--- config.mk ---
export PLATFORM = sky130hd
export DESIGN_NAME = wshift_top
export DESIGN_NICKNAME = d
export VERILOG_FILES = /design/src/rtl/wshift_pkg.sv /design/src/rtl/wshift_core.sv /design/src/rtl/wshift_flags.sv /design/src/rtl/wshift_top.sv
export SDC_FILE = /design/constraint.sdc
export NUM_CORES = 1
export LEC_CHECK = 0
export ABC_AREA = 1
export BUFFER_PORTS_ARGS = -buffer_cell sky130_fd_sc_hd__buf_4
export CORE_MARGIN = 4
export CORE_UTILIZATION = 55
export CTS_CLUSTER_SIZE = 24
export DETAILED_ROUTE_END_ITERATION = 6
export GPL_ROUTABILITY_DRIVEN = 0
export PLACE_DENSITY = 0.77
export SKIP_CTS_REPAIR_TIMING = 1
export SLEW_MARGIN = 20
export SYNTH_ARGS = -nofsm -noshare
export SYNTH_HDL_FRONTEND = slang
export SYNTH_HIERARCHICAL = 1
export SYNTH_SLANG_ARGS = --single-unit
--- constraint.sdc ---
create_clock -name clk -period 3.45 [get_ports clk]
set_input_delay 0 -clock clk [delete_from_list [all_inputs] [get_ports clk]]
set_output_delay 0 -clock clk [all_outputs]
set_load 0.005 [all_outputs]
--- src/rtl/wshift_pkg.sv ---
package wshift_pkg;
  typedef enum logic [1:0] {
    SH_LEFT  = 2'b00,
    SH_RIGHT = 2'b01,
    SH_ARITH = 2'b10,
    SH_PASS  = 2'b11
  } sh_mode_e;
endpackage

--- src/rtl/wshift_core.sv ---
module wshift_core
  import wshift_pkg::*;
#(
  parameter int W  = 32,
  parameter int CW = 6
) (
  input  logic [1:0]  mode,
  input  logic [CW-1:0] cnt,
  input  logic [W-1:0]  opnd,
  input  logic          cin,
  output logic [W-1:0]  result,
  output logic          cout
);
  localparam logic [CW-1:0] WCNT = CW'(W);
  logic [2*W-1:0] ext_l;
  logic [2*W-1:0] ext_r;
  logic [2*W:0]   fill_r;
  logic           sgn;

  assign sgn = opnd[W-1];

  always_comb begin
    result = opnd;
    cout   = cin;
    ext_l  = '0;
    ext_r  = '0;
    fill_r = '0;
    if (cnt != '0) begin
      case (sh_mode_e'(mode))
        SH_LEFT: begin
          ext_l = {{W{1'b0}}, opnd} << cnt;
          if (cnt < WCNT) begin
            result = ext_l[W-1:0];
            cout   = ext_l[W];
          end else if (cnt == WCNT) begin
            result = '0;
            cout   = opnd[0];
          end else begin
            result = '0;
            cout   = 1'b0;
          end
        end
        SH_RIGHT: begin
          ext_r = {opnd, {W{1'b0}}} >> cnt;
          if (cnt <= WCNT) begin
            result = ext_r[2*W-1:W];
            cout   = ext_r[W-1];
          end else begin
            result = '0;
            cout   = 1'b0;
          end
        end
        SH_ARITH: begin
          fill_r = $signed({sgn, opnd, {W{1'b0}}}) >>> cnt;
          if (cnt < WCNT) begin
            result = fill_r[2*W-1:W];
            cout   = fill_r[W-1];
          end else begin
            result = {W{sgn}};
            cout   = sgn;
          end
        end
        default: begin
          result = opnd;
          cout   = cin;
        end
      endcase
    end
  end
endmodule

--- src/rtl/wshift_flags.sv ---
module wshift_flags #(
  parameter int W = 32
) (
  input  logic [W-1:0] result,
  output logic         neg,
  output logic         zero
);
  assign neg  = result[W-1];
  assign zero = (result == '0);
endmodule

--- src/rtl/wshift_top.sv ---
module wshift_top
  import wshift_pkg::*;
#(
  parameter int W   = 32,
  parameter int CNW = 8,
  parameter int CW  = 6
) (
  input  logic           clk,
  input  logic           rst,
  input  logic           in_valid,
  input  logic [1:0]     mode,
  input  logic [CNW-1:0] count,
  input  logic [W-1:0]   operand,
  input  logic           c_prev,
  output logic           out_valid,
  output logic [W-1:0]   res,
  output logic           c_flag,
  output logic           x_flag,
  output logic           n_flag,
  output logic           z_flag,
  output logic           v_flag
);
  logic [W-1:0] sh_res;
  logic         sh_c;
  logic         f_n;
  logic         f_z;

  wshift_core #(.W(W), .CW(CW)) u_core (
    .mode(mode), .cnt(count[CW-1:0]), .opnd(operand), .cin(c_prev),
    .result(sh_res), .cout(sh_c)
  );

  wshift_flags #(.W(W)) u_flags (.result(sh_res), .neg(f_n), .zero(f_z));

  always_ff @(posedge clk) begin
    if (rst) begin
      out_valid <= 1'b0;
      res       <= '0;
      c_flag    <= 1'b0;
      x_flag    <= 1'b0;
      n_flag    <= 1'b0;
      z_flag    <= 1'b0;
      v_flag    <= 1'b0;
    end else begin
      out_valid <= in_valid;
      v_flag    <= 1'b0;
      if (in_valid) begin
        res    <= sh_res;
        c_flag <= sh_c;
        x_flag <= sh_c;
        n_flag <= f_n;
        z_flag <= f_z;
      end
    end
  end

  AST_VALID_LATENCY: assert property (@(posedge clk) disable iff (rst)
    in_valid |=> out_valid);
  AST_ZERO_KEEPS: assert property (@(posedge clk) disable iff (rst)
    (in_valid && count[CW-1:0] == '0) |=> (res == $past(operand) && c_flag == $past(c_prev)));
  AST_PASS_MODE: assert property (@(posedge clk) disable iff (rst)
    (in_valid && mode == 2'b11) |=> (res == $past(operand) && c_flag == $past(c_prev)));
  AST_X_FOLLOWS_C: assert property (@(posedge clk) disable iff (rst)
    out_valid |-> x_flag == c_flag);
  AST_V_LOW: assert property (@(posedge clk) disable iff (rst)
    v_flag == 1'b0);
  AST_ZERO_FLAG: assert property (@(posedge clk) disable iff (rst)
    out_valid |-> (z_flag == (res == '0)) && (n_flag == res[W-1]));
  AST_LEFT_BIG: assert property (@(posedge clk) disable iff (rst)
    (in_valid && mode == 2'b00 && count[CW-1:0] > CW'(W)) |=> (res == '0 && !c_flag));
  AST_ARITH_BIG: assert property (@(posedge clk) disable iff (rst)
    (in_valid && mode == 2'b10 && count[CW-1:0] >= CW'(W)) |=> (res == {W{$past(operand[W-1])}}));
endmodule

== Word-level counts from Yosys, hierarchy flattened ==
Index checks and enable logic that the tools add are counted.
Storage, ports and cells
  flip-flop bits (word level): 36
  output and inout port bits: 38
  word-level logic and storage cells: 27
Cells by class
  equal/unequal tests: 3
  reductions and logical operators: 3
  shifts and indexed selects: 3
  muxes and demuxes: 11
  $lt $le $gt $ge: 2
Operators by type and width (count)
  $mux 32: 4
  $pmux 32 s3: 1
  $shr 64x6->64: 1
  $sshr 64x6->64: 1
  $shl 32x6->33: 1
  $logic_not 32->1: 1
  $eq 6x6->1 const B: 1
  $le 6x6->1 const B: 1
  $lt 6x6->1 const B: 1
  $reduce_bool 6->1: 1
  $mux 1: 5
  $pmux 1 s3: 1
  $eq 2x1->1 const B: 1
  $eq 2x2->1 const B: 1
  $logic_not 2->1: 1

== Logic depth before layout (Yosys ltp) ==
Gate-level depths: netlist of the first run.
  depth after elaboration: 5
  mapped depth: 24
  mapped depth without buffers: 22

== Cells and area by module ==
Netlist of the first run, hierarchy kept.
By module, submodules not included
  wshift_core: times used 1, cells each 887, area an instance 4075.2 sq um
  wshift_top: times used 1, cells each 228, area an instance 1505.2 sq um
  wshift_flags: times used 1, cells each 32, area an instance 123.9 sq um

== Worst setup path after synthesis of the first run ==
No wires, ideal clock.
  path type: in2reg
  start point: input port count[1]
  end point: register z_flag
  buffers on the path: 3
  data arrival time: 1.654 ns
  stages: 19
  slack: 1.732 ns
  data required time: 3.386 ns
  cell sequence: buf_4 inv_4 buf_4 buf_2 o211ai_1 nand3_1 nand2_1 nand2_1 a21oi_1 nand3_1 nor2_1 nand2_1 nor2_1 nand2_1 nor2_1 inv_1 nand2_1 nand2_1 nor2_1
Between the ends
  word-level cells in the longest chain between the ends: 5
Ends and longest elaborated chain
  start: declaration: line wshift_top.sv:12  | input logic [CNW-1:0] count,
  $sshr 64x6->64, or another cell as far along: line wshift_core.sv:54  | fill_r = $signed({sgn, opnd, {W{1'b0}}}) >>> cnt;
  $mux 32, on equally long branches: line wshift_core.sv:55, wshift_core.sv:32, wshift_core.sv:45
  $pmux 32 s3: line wshift_core.sv:29  | case (sh_mode_e'(mode))
  $mux 32 (*): line wshift_core.sv:28  | if (cnt != '0) begin
  net sh_res[2]: line wshift_top.sv:23  | logic [W-1:0] sh_res;
  $logic_not 32->1 (*): line wshift_flags.sv:9  | assign zero = (result == '0);
  net f_z: line wshift_top.sv:26  | logic f_z;
  end signal: assignment: line wshift_top.sv:52  | z_flag <= f_z;
  end: declaration: line wshift_top.sv:20  | output logic z_flag,
Mark *: on every way through the listed nets, which the timed path passes. The rest lies on a longest branch.
A chain may end at the register's enable or synchronous reset.

== Worst setup path after layout of the first run ==
  start point: input port count[3]
  end point: register z_flag
The elaborated chain is that of the path after synthesis.

==> results of run 1 <==
[how the worst min path moves through the flow]
stage | from | endpoint
6_report | c_prev | x_flag
5_1_grt | c_prev | x_flag
4_1_cts | rst | out_valid
3_5_place_dp | rst | out_valid
3_3_place_gp | rst | out_valid
2_1_floorplan | rst | out_valid
[per-layer routing]
metal	wire length, um	track usage (%)	up-vias
met5	0	0	-
met4	1640	20.7	0
met3	3770	13.0	150
met2	8600	51.1	721
met1	8560	49.6	3366
li1	-	-	3785
[final cells by class]
cell class	count	area (um2)
Timing Repair Buffer	93	701
Sequential cell	36	721
Clock inverter	1	30.0
Inverter	87	332
Tap cell	133	166
Fill cell	1050	3660
Clock buffer	7	96.3
Multi-Input combinational cell	958	4240
[cells by family (layout without fill, tap and decap cells)]
family / count (synthesis) / in the layout / synth area share (%)
buf+inv: 153 / 188 / 13.0
other cells: 1 / 1 / 0.0657
mux: 1 / 1 / 0.175
compound gates: 113 / 113 / 11.6
flops: 36 / 36 / 12.6
simple gates: 843 / 843 / 62.6
[state kept, by name, indices dropped and copies added, names as in the netlist]
register	count
n_flag	1
res	32
z_flag	1
x_flag	1
out_valid	1
[power groups by stage]
stage	sequential (mW)	combinational, mW	clock [mW]
2_1_floorplan	0.474	0.573	0
3_3_place_gp	0.471	0.820	0
3_5_place_dp	0.472	0.826	0
4_1_cts	0.463	0.831	0.418
5_1_grt	0.466	0.951	0.436
6_report	0.462	0.877	0.408
[metrics by stage]
step / setup WS [ns] / instances
final: 0.924 / 1315
after global routing: 0.705 / 1315
after CTS: 1.12 / 1314
after detailed placement: 0.832 / 1306
after global placement: 0.849 / 1306
after floorplan: 1.73 / 1147
[placed cells by master (no fill, tap or decap), drive strengths merged, types with 2 or more instances in the layout]
master,Yosys,final
nor3,7,7
clkbuf,6,7
a21oi,38,38
nand3,233,233
inv,86,86
nor2,186,186
a31oi,7,7
and2,8,8
dfxtp,36,36
nand2,398,398
nor4,2,2
nand4,5,5
o21ai,41,41
o211ai,17,17
o211a,2,2
buf,60,92
nand3b,2,2
[critical path: stages]
cell	delay, ns
buf_4	0.28
nor2_1	0.46
nand3_1	0.17
nand2_1	0.26
inv_1	0.33
or2_2	0.37
nand2_1	0.12
inv_1	0.07
nor2_1	0.08
nand2_1	0.05
nor2_1	0.14
nand2_1	0.10
nor2_1	0.09
inv_1	0.04
nand2_1	0.04
nand2_1	0.05
nor2_1	0.09
==> run_results.csv, run 1 <==
group,metric,value,unit
power_and_ir_drop,vdd_ir_drop_max,0.204,mV
logic_synthesis,yosys.area.top_type,"nand2_1",
critical_path,crit_fanout,57,
logic_synthesis,async_flop_share,0,%
timing,tightestPinTransition,0.798,ns
timing,setup_violations,0,
global_routing,grt_pass1_wl,34800,um
global_routing,antenna_found_initial,0,
logic_synthesis,synth_cells,1147,
critical_path,timing.rr.end,"res[19]",
final_layout,fin_nets,1227,
floorplan,dieArea,12100,um2
critical_path,endpoint,"z_flag",
power_and_ir_drop,power_switching,762,uW
logic_synthesis,synth_top_area_share,26.1,%
clock_tree,clk_pin_slew,0.07,ns
route,wl_per_cell,17.2,um
power_and_ir_drop,pwr-share-clk,23.3,%
status,outcome,"finished, final reports clean",
critical_path,worstSetupStartpointType,"input pin",
hold_path,hold_path_class,"input pin to flip-flop",
power_and_ir_drop,power_frac_comb,50.2,%
logic_synthesis,synth_common_cells,"396 x nand2_1, 233 x nand3_1, 178 x nor2_1, 75 x inv_1, 38 x a21oi_1",
route,via_per_inst,6.10,
critical_path,crit_arrival,2.76,ns
power_and_ir_drop,p_int,985,uW
logic_synthesis,yosysWarnings,6,
global_routing,grt_max_degree,72,
floorplan,core.rowCount,36,
logic_synthesis,synth.cell_area,5700,um2
timing,hold_viol,0,
power_and_ir_drop,leakagePower,3.35,nW
timing,timing.setup.tns,0,ns
final_layout,design_area,6290,um2
clock_tree,cts.sinks,36,
critical_path,critPathKind,"input pin to flip-flop",
critical_path,end_kind,"flip-flop",
clock_tree,cts_root_buf,"clkbuf_8",
timing,maxSlewHeadroom,46.6,%
timing,period_share,73.2,%
clock_tree,cts_tree,"done",
floorplan,die_h,110,um
place,placed_cell_area,6150,um2
final_layout,drive_gt1_share,10.7,%
logic_synthesis,syn_nets,1193,
route,wl,22600,um
critical_path,startpoint,"count[3]",
timing,clock.fmax,396,MHz
critical_path,reg2reg_depth,2,
power_and_ir_drop,p_sw_share,43.6,%
hold_path,hold-path-cell-count,7,
timing,skew,0,ns
route,drt_iter0_markers,1407,
power_and_ir_drop,powerDensity,278,nW/um2
floorplan,start_util,57.3,%
global_routing,grt_pass1_vias,6793,
global_routing,grt-ovfl-total,0,
floorplan,core,9950,um2
power_and_ir_drop,power_frac_seq,26.5,%
critical_path,r2r_slack,2.85,ns
logic_synthesis,synth_area_leaders,"nand2_1 26%, nand3_1 20%, dfxtp_1 13%",
logic_synthesis,ys_seq_area_share,12.6,%
clock_tree,clockBufferDepth,2,
route,num_vias,8022,
logic_synthesis,synth.distinct_cells,41,
place,numPortBuffers,80,
floorplan,die_w,110,um
clock_tree,htreeDepth,2,
critical_path,required,3.68,ns
final_layout,area_growth,10.3,%
final_layout,antenna_cells,0,
timing,report.final.slew_viol_count,0,
clock_tree,cts_buffers,5,
job,drv_cap,0,
floorplan,pin_count,84,
critical_path,crit-reg2reg-launch,"res[19]",
route,antenna_left,0,
clock_tree,clock_latency,0.29,ns
logic_synthesis,synth_edf_count,0,
global_routing,track_usage,37.1,%
timing,grt_setup_unrepaired,"false",
timing,hold_slack,0.171,ns
logic_synthesis,syn-mean-instance-area,4.97,um2
logic_synthesis,synth_flop_cell,"dfxtp_1",
logic_synthesis,yosysMostFrequentCell,"nand2_1",
route,drc_errors,0,
power_and_ir_drop,p_total,1.75,mW
final_layout,utilization,63.2,%
logic_synthesis,ys_seq_elements,36,
place,hpwl,16900,um
timing,period_needed,2.53,ns
route,drt_first_pass_iters,7,
Note: power is estimated with default switching activity, not from simulation.
==> run 2: changes to the inputs <==
--- a/config.mk
+++ b/config.mk
@@ -5,14 +5,14 @@
 export SDC_FILE = /design/constraint.sdc
 export NUM_CORES = 1
 export LEC_CHECK = 0
-export ABC_AREA = 1
+export ABC_AREA = 0
 export BUFFER_PORTS_ARGS = -buffer_cell sky130_fd_sc_hd__buf_4
 export CORE_MARGIN = 4
-export CORE_UTILIZATION = 55
+export CORE_UTILIZATION = 54
 export CTS_CLUSTER_SIZE = 24
 export DETAILED_ROUTE_END_ITERATION = 6
 export GPL_ROUTABILITY_DRIVEN = 0
-export PLACE_DENSITY = 0.77
+export PLACE_DENSITY = 0.79
 export SKIP_CTS_REPAIR_TIMING = 1
 export SLEW_MARGIN = 20
 export SYNTH_ARGS = -nofsm -noshare
==> constraint.sdc (replaced) <==
create_clock -name clk -period 2.2 [get_ports clk]
set_input_delay 0 -clock clk [delete_from_list [all_inputs] [get_ports clk]]
set_output_delay 0 -clock clk [all_outputs]
set_load 0.005 [all_outputs]
==> run_results.csv, run 2 <==
group,metric,value,unit
logic_synthesis,synth.distinct_cells,66,
global_routing,track_usage,70.0,%
logic_synthesis,yosysMostFrequentCell,"nor2_1",
floorplan,core.rowCount,38,
logic_synthesis,ys_seq_elements,36,
timing,grt_worst_setup_endpoint,"z_flag$_SDFFE_PP0P_/D",
status,error_line,"[ERROR GRT-0232] Routing congestion too high. Check the congestion heatmap in the GUI.",
clock_tree,cts.sinks,36,
clock_tree,cts_buffers,5,
clock_tree,htreeDepth,2,
floorplan,pin_count,84,
status,stop_stage,"5_1_grt",
logic_synthesis,synth_common_cells,"128 x nor2_1, 94 x mux2i_1, 82 x nand2_1, 48 x a21oi_1, 36 x dfxtp_1",
logic_synthesis,synth.cell_area,6070,um2
timing,worstEndpointType,"sequential cell input",
logic_synthesis,synth_cells,794,
logic_synthesis,async_flop_share,0,%
floorplan,start_util,55.5,%
status,outcome,"stopped before the end",
logic_synthesis,ys_seq_area_share,11.9,%
logic_synthesis,synth_top_area_share,15.5,%
place,dpl_worst_slack,-0.880,ns
clock_tree,clockBufferDepth,2,
logic_synthesis,synth_flop_cell,"dfxtp_1",
logic_synthesis,syn_nets,840,
logic_synthesis,syn-mean-instance-area,7.65,um2
logic_synthesis,yosys.area.top_type,"mux2i_1",
global_routing,grt-ovfl-total,8,
logic_synthesis,synth_area_leaders,"mux2i_1 15%, mux4_2 13%, dfxtp_1 12%",
logic_synthesis,yosysWarnings,6,
global_routing,grt_max_degree,37,
floorplan,die_h,114,um
floorplan,die_w,114,um
place,numPortBuffers,80,
logic_synthesis,synth_edf_count,0,
place,hpwl,23200,um
clock_tree,cts_root_buf,"clkbuf_16",
==> run 2: cell families after synthesis <==
logic type	share of synthesized area (%)
multiplexers	34.8
AND/OR/NAND/NOR	22.2
AO/OA/AOI/OAI	22.4
other	0.0618
buffers and inverters	8.76
flip-flops	11.9
==> run 2: per-layer routing <==
metal	track usage, %	GRT overflow
met1	69.9	0
met3	61.3	0
met4	62.9	3
met2	83.2	5
met5	39.2	0
==> run 2: stage by stage <==
step	cell area, um2	instances	util (%)	hold WS [ns]	setup TNS (ns)
2_1_floorplan	6080	794	-	0.245	0
3_3_place_gp	8360	1190	76.5	0.380	-3.19
3_5_place_dp	8360	1190	76.5	0.381	-5.23
4_1_cts	8530	1198	78.0	0.121	-1.17
==> run 3: changes to the inputs <==
--- a/config.mk
+++ b/config.mk
@@ -8,11 +8,10 @@
 export ABC_AREA = 0
 export BUFFER_PORTS_ARGS = -buffer_cell sky130_fd_sc_hd__buf_4
 export CORE_MARGIN = 4
-export CORE_UTILIZATION = 54
-export CTS_CLUSTER_SIZE = 24
+export CORE_UTILIZATION = 40
 export DETAILED_ROUTE_END_ITERATION = 6
 export GPL_ROUTABILITY_DRIVEN = 0
-export PLACE_DENSITY = 0.79
+export PLACE_DENSITY_LB_ADDON = 0.15
 export SKIP_CTS_REPAIR_TIMING = 1
 export SLEW_MARGIN = 20
 export SYNTH_ARGS = -nofsm -noshare
==> constraint.sdc (replaced) <==
create_clock -name clk -period 2.9 [get_ports clk]
set_input_delay 0 -clock clk [delete_from_list [all_inputs] [get_ports clk]]
set_output_delay 0 -clock clk [all_outputs]
set_load 0.005 [all_outputs]
==> run_results.csv, run 3 <==
group,metric,value,unit
global_routing,grt_pass1_vias,7173,
timing,clock.fmax,364,MHz
place,hpwl,21300,um
place,numPlacedInstances,1071,
logic_synthesis,yosysWarnings,6,
power_and_ir_drop,leakagePower,3.12,nW
critical_path,critPathKind,"input pin to flip-flop",
logic_synthesis,synth_compound_area_share,22.4,%
power_and_ir_drop,p_total,2.39,mW
hold_path,hold_path_class,"input pin to flip-flop",
clock_tree,cts_buffers,5,
route,wl_met3,3990,um
global_routing,grt-ovfl-total,0,
floorplan,core.rowCount,44,
logic_synthesis,muxShareOfSynthArea,34.8,%
clock_tree,cts_root_buf,"clkbuf_16",
route,via_per_inst,6.93,
critical_path,crit_arrival,2.90,ns
logic_synthesis,ys_seq_elements,36,
logic_synthesis,synth_top_area_share,15.5,%
logic_synthesis,synth_top_family_by_area,"multiplexers",
clock_tree,cts.sinks,36,
critical_path,crit_fanout,28,
logic_synthesis,synth_common_cells,"128 x nor2_1, 94 x mux2i_1, 82 x nand2_1, 48 x a21oi_1, 36 x dfxtp_1",
route,antenna_left,0,
final_layout,fin_nets,940,
logic_synthesis,syn-mean-instance-area,7.65,um2
final_layout,antenna_cells,0,
timing,tightestPinTransition,1.07,ns
clock_tree,clockBufferDepth,2,
place,numPortBuffers,80,
final_layout,final_cell_mix,"171 x buf_4, 128 x nor2_1, 94 x mux2i_1",
power_and_ir_drop,powerDensity,325,nW/um2
global_routing,antenna_found_initial,1,
timing,setup_violations,0,
route,num_vias,7471,
critical_path,end_kind,"flip-flop",
logic_synthesis,yosysMostFrequentCell,"nor2_1",
timing,hold_slack,0.113,ns
critical_path,worstSetupStartpointType,"input pin",
timing,period_needed,2.75,ns
logic_synthesis,synthSimpleGateAreaFrac,22.2,%
final_layout,layoutNonFillerInstCount,1078,
global_routing,grt_max_degree,53,
route,wl_met1,10800,um
logic_synthesis,synth.cell_area,6070,um2
clock_tree,cts_tree,"done",
final_layout,largest_reg_flops,32,
route,drt_first_pass_iters,7,
floorplan,die_w,131,um
logic_synthesis,synth_xor_area_share,0,%
status,violations,"DRC",
final_layout,fillers,1428,
timing,report.final.slew_viol_count,0,
final_layout,area_growth,21.4,%
route,highest_layer,"met5",
final_layout,regMostFlops,"res",
logic_synthesis,synth_area_leaders,"mux2i_1 15%, mux4_2 13%, dfxtp_1 12%",
timing,fin_ws,0.152,ns
logic_synthesis,synth_flop_cell,"dfxtp_1",
timing,grt_setup_unrepaired,"false",
logic_synthesis,yosys.area.top_type,"mux2i_1",
place,dpl_worst_slack,0.0112,ns
floorplan,die_h,131,um
status,outcome,"complete, but fails checks",
logic_synthesis,synth_edf_count,0,
logic_synthesis,synth_fa_ha_area_share,0,%
job,drv_cap,0,
floorplan,pin_count,84,
final_layout,drive_gt1_share,30.2,%
route,drt_iter0_markers,1520,
timing,skew,0,ns
global_routing,track_usage,31.1,%
floorplan,dieArea,17200,um2
global_routing,grt_pass1_wl,43000,um
clock_tree,clock_latency,0.27,ns
logic_synthesis,syn_nets,840,
logic_synthesis,synth_cells,794,
floorplan,core,14700,um2
clock_tree,htreeDepth,2,
timing,period_share,94.8,%
timing,hold_viol,0,
logic_synthesis,synth.distinct_cells,66,
critical_path,required,3.05,ns
timing,maxSlewHeadroom,28.5,%
route,drc_errors,15,
route,wl,28200,um
logic_synthesis,ys_seq_area_share,11.9,%
logic_synthesis,async_flop_share,0,%
route,wl_per_cell,26.2,um
route,wl_met2,11600,um
floorplan,start_util,41.3,%
clock_tree,clk_pin_slew,0.05,ns
final_layout,final_common_cell,"buf_4",
timing,timing.setup.tns,0,ns
power_and_ir_drop,vdd_ir_drop_max,0.358,mV
[run 3: where the power goes]
group	total (mW)	leakage (nW)	internal (mW)	switching [mW]
logic	1.30	2.75	0.543	0.756
clock network	0.545	0.0760	0.360	0.185
registers	0.547	0.295	0.529	0.0188
total	2.39	3.12	1.43	0.960
[run 3: final timing paths]
check | startpoint | endpoint | slack [ns] | cells past startpoint
max | count[2] | z_flag | 0.15 | 13
max reg2reg | res[6] | res[6] | 2.27 | 2
min reg2reg | res[18] | res[18] | 0.49 | 2
min | rst | res[29] | 0.11 | 2
[run 3: critical path, stage by stage]
cell      delay [ns]
buf_4           0.32
buf_4           0.24
or2_2           0.14
o22ai_1         0.10
o21ai_0         0.61
a211oi_1        0.17
o311ai_1        0.69
nor4_1          0.12
buf_4           0.17
nand4_1         0.10
nor2_1          0.05
mux2i_1         0.12
nor2_1          0.05
[run 3: stage by stage]
step	utilization, %	area (um2)
after floorplan	-	6070
after detailed placement	49.1	7210
after global routing	50.1	7370
after CTS	50.1	7370
after global placement	49.1	7210
final	50.1	7370
[run 3: layout make-up]
| class | instances | area, um2 | share of cell area [%] |
|---|---|---|---|
| Inverter | 10 | 37.5 | 0.510 |
| Sequential cell | 36 | 721 | 9.78 |
| Timing Repair Buffer | 177 | 1400 | 19.1 |
| Multi-Input combinational cell | 664 | 4820 | 65.5 |
| Clock buffer | 7 | 153 | 2.07 |
| Tap cell | 184 | 230 | 3.13 |
[run 3: cells by family (layout without fill, tap and decap cells)]
| family | Yosys count | in the layout |
|---|---|---|
| compound gates | 199 | 199 |
| buf+inv | 94 | 194 |
| flops | 36 | 36 |
| mux | 163 | 163 |
| other cells | 1 | 1 |
| simple gates | 301 | 301 |
[run 3: metal layers]
metal	global-route usage [%]	vias to the layer above
met2	46.0	653
met1	41.0	3491
met3	10.4	163
met4	14.8	2
met5	0	-
li1	-	3162
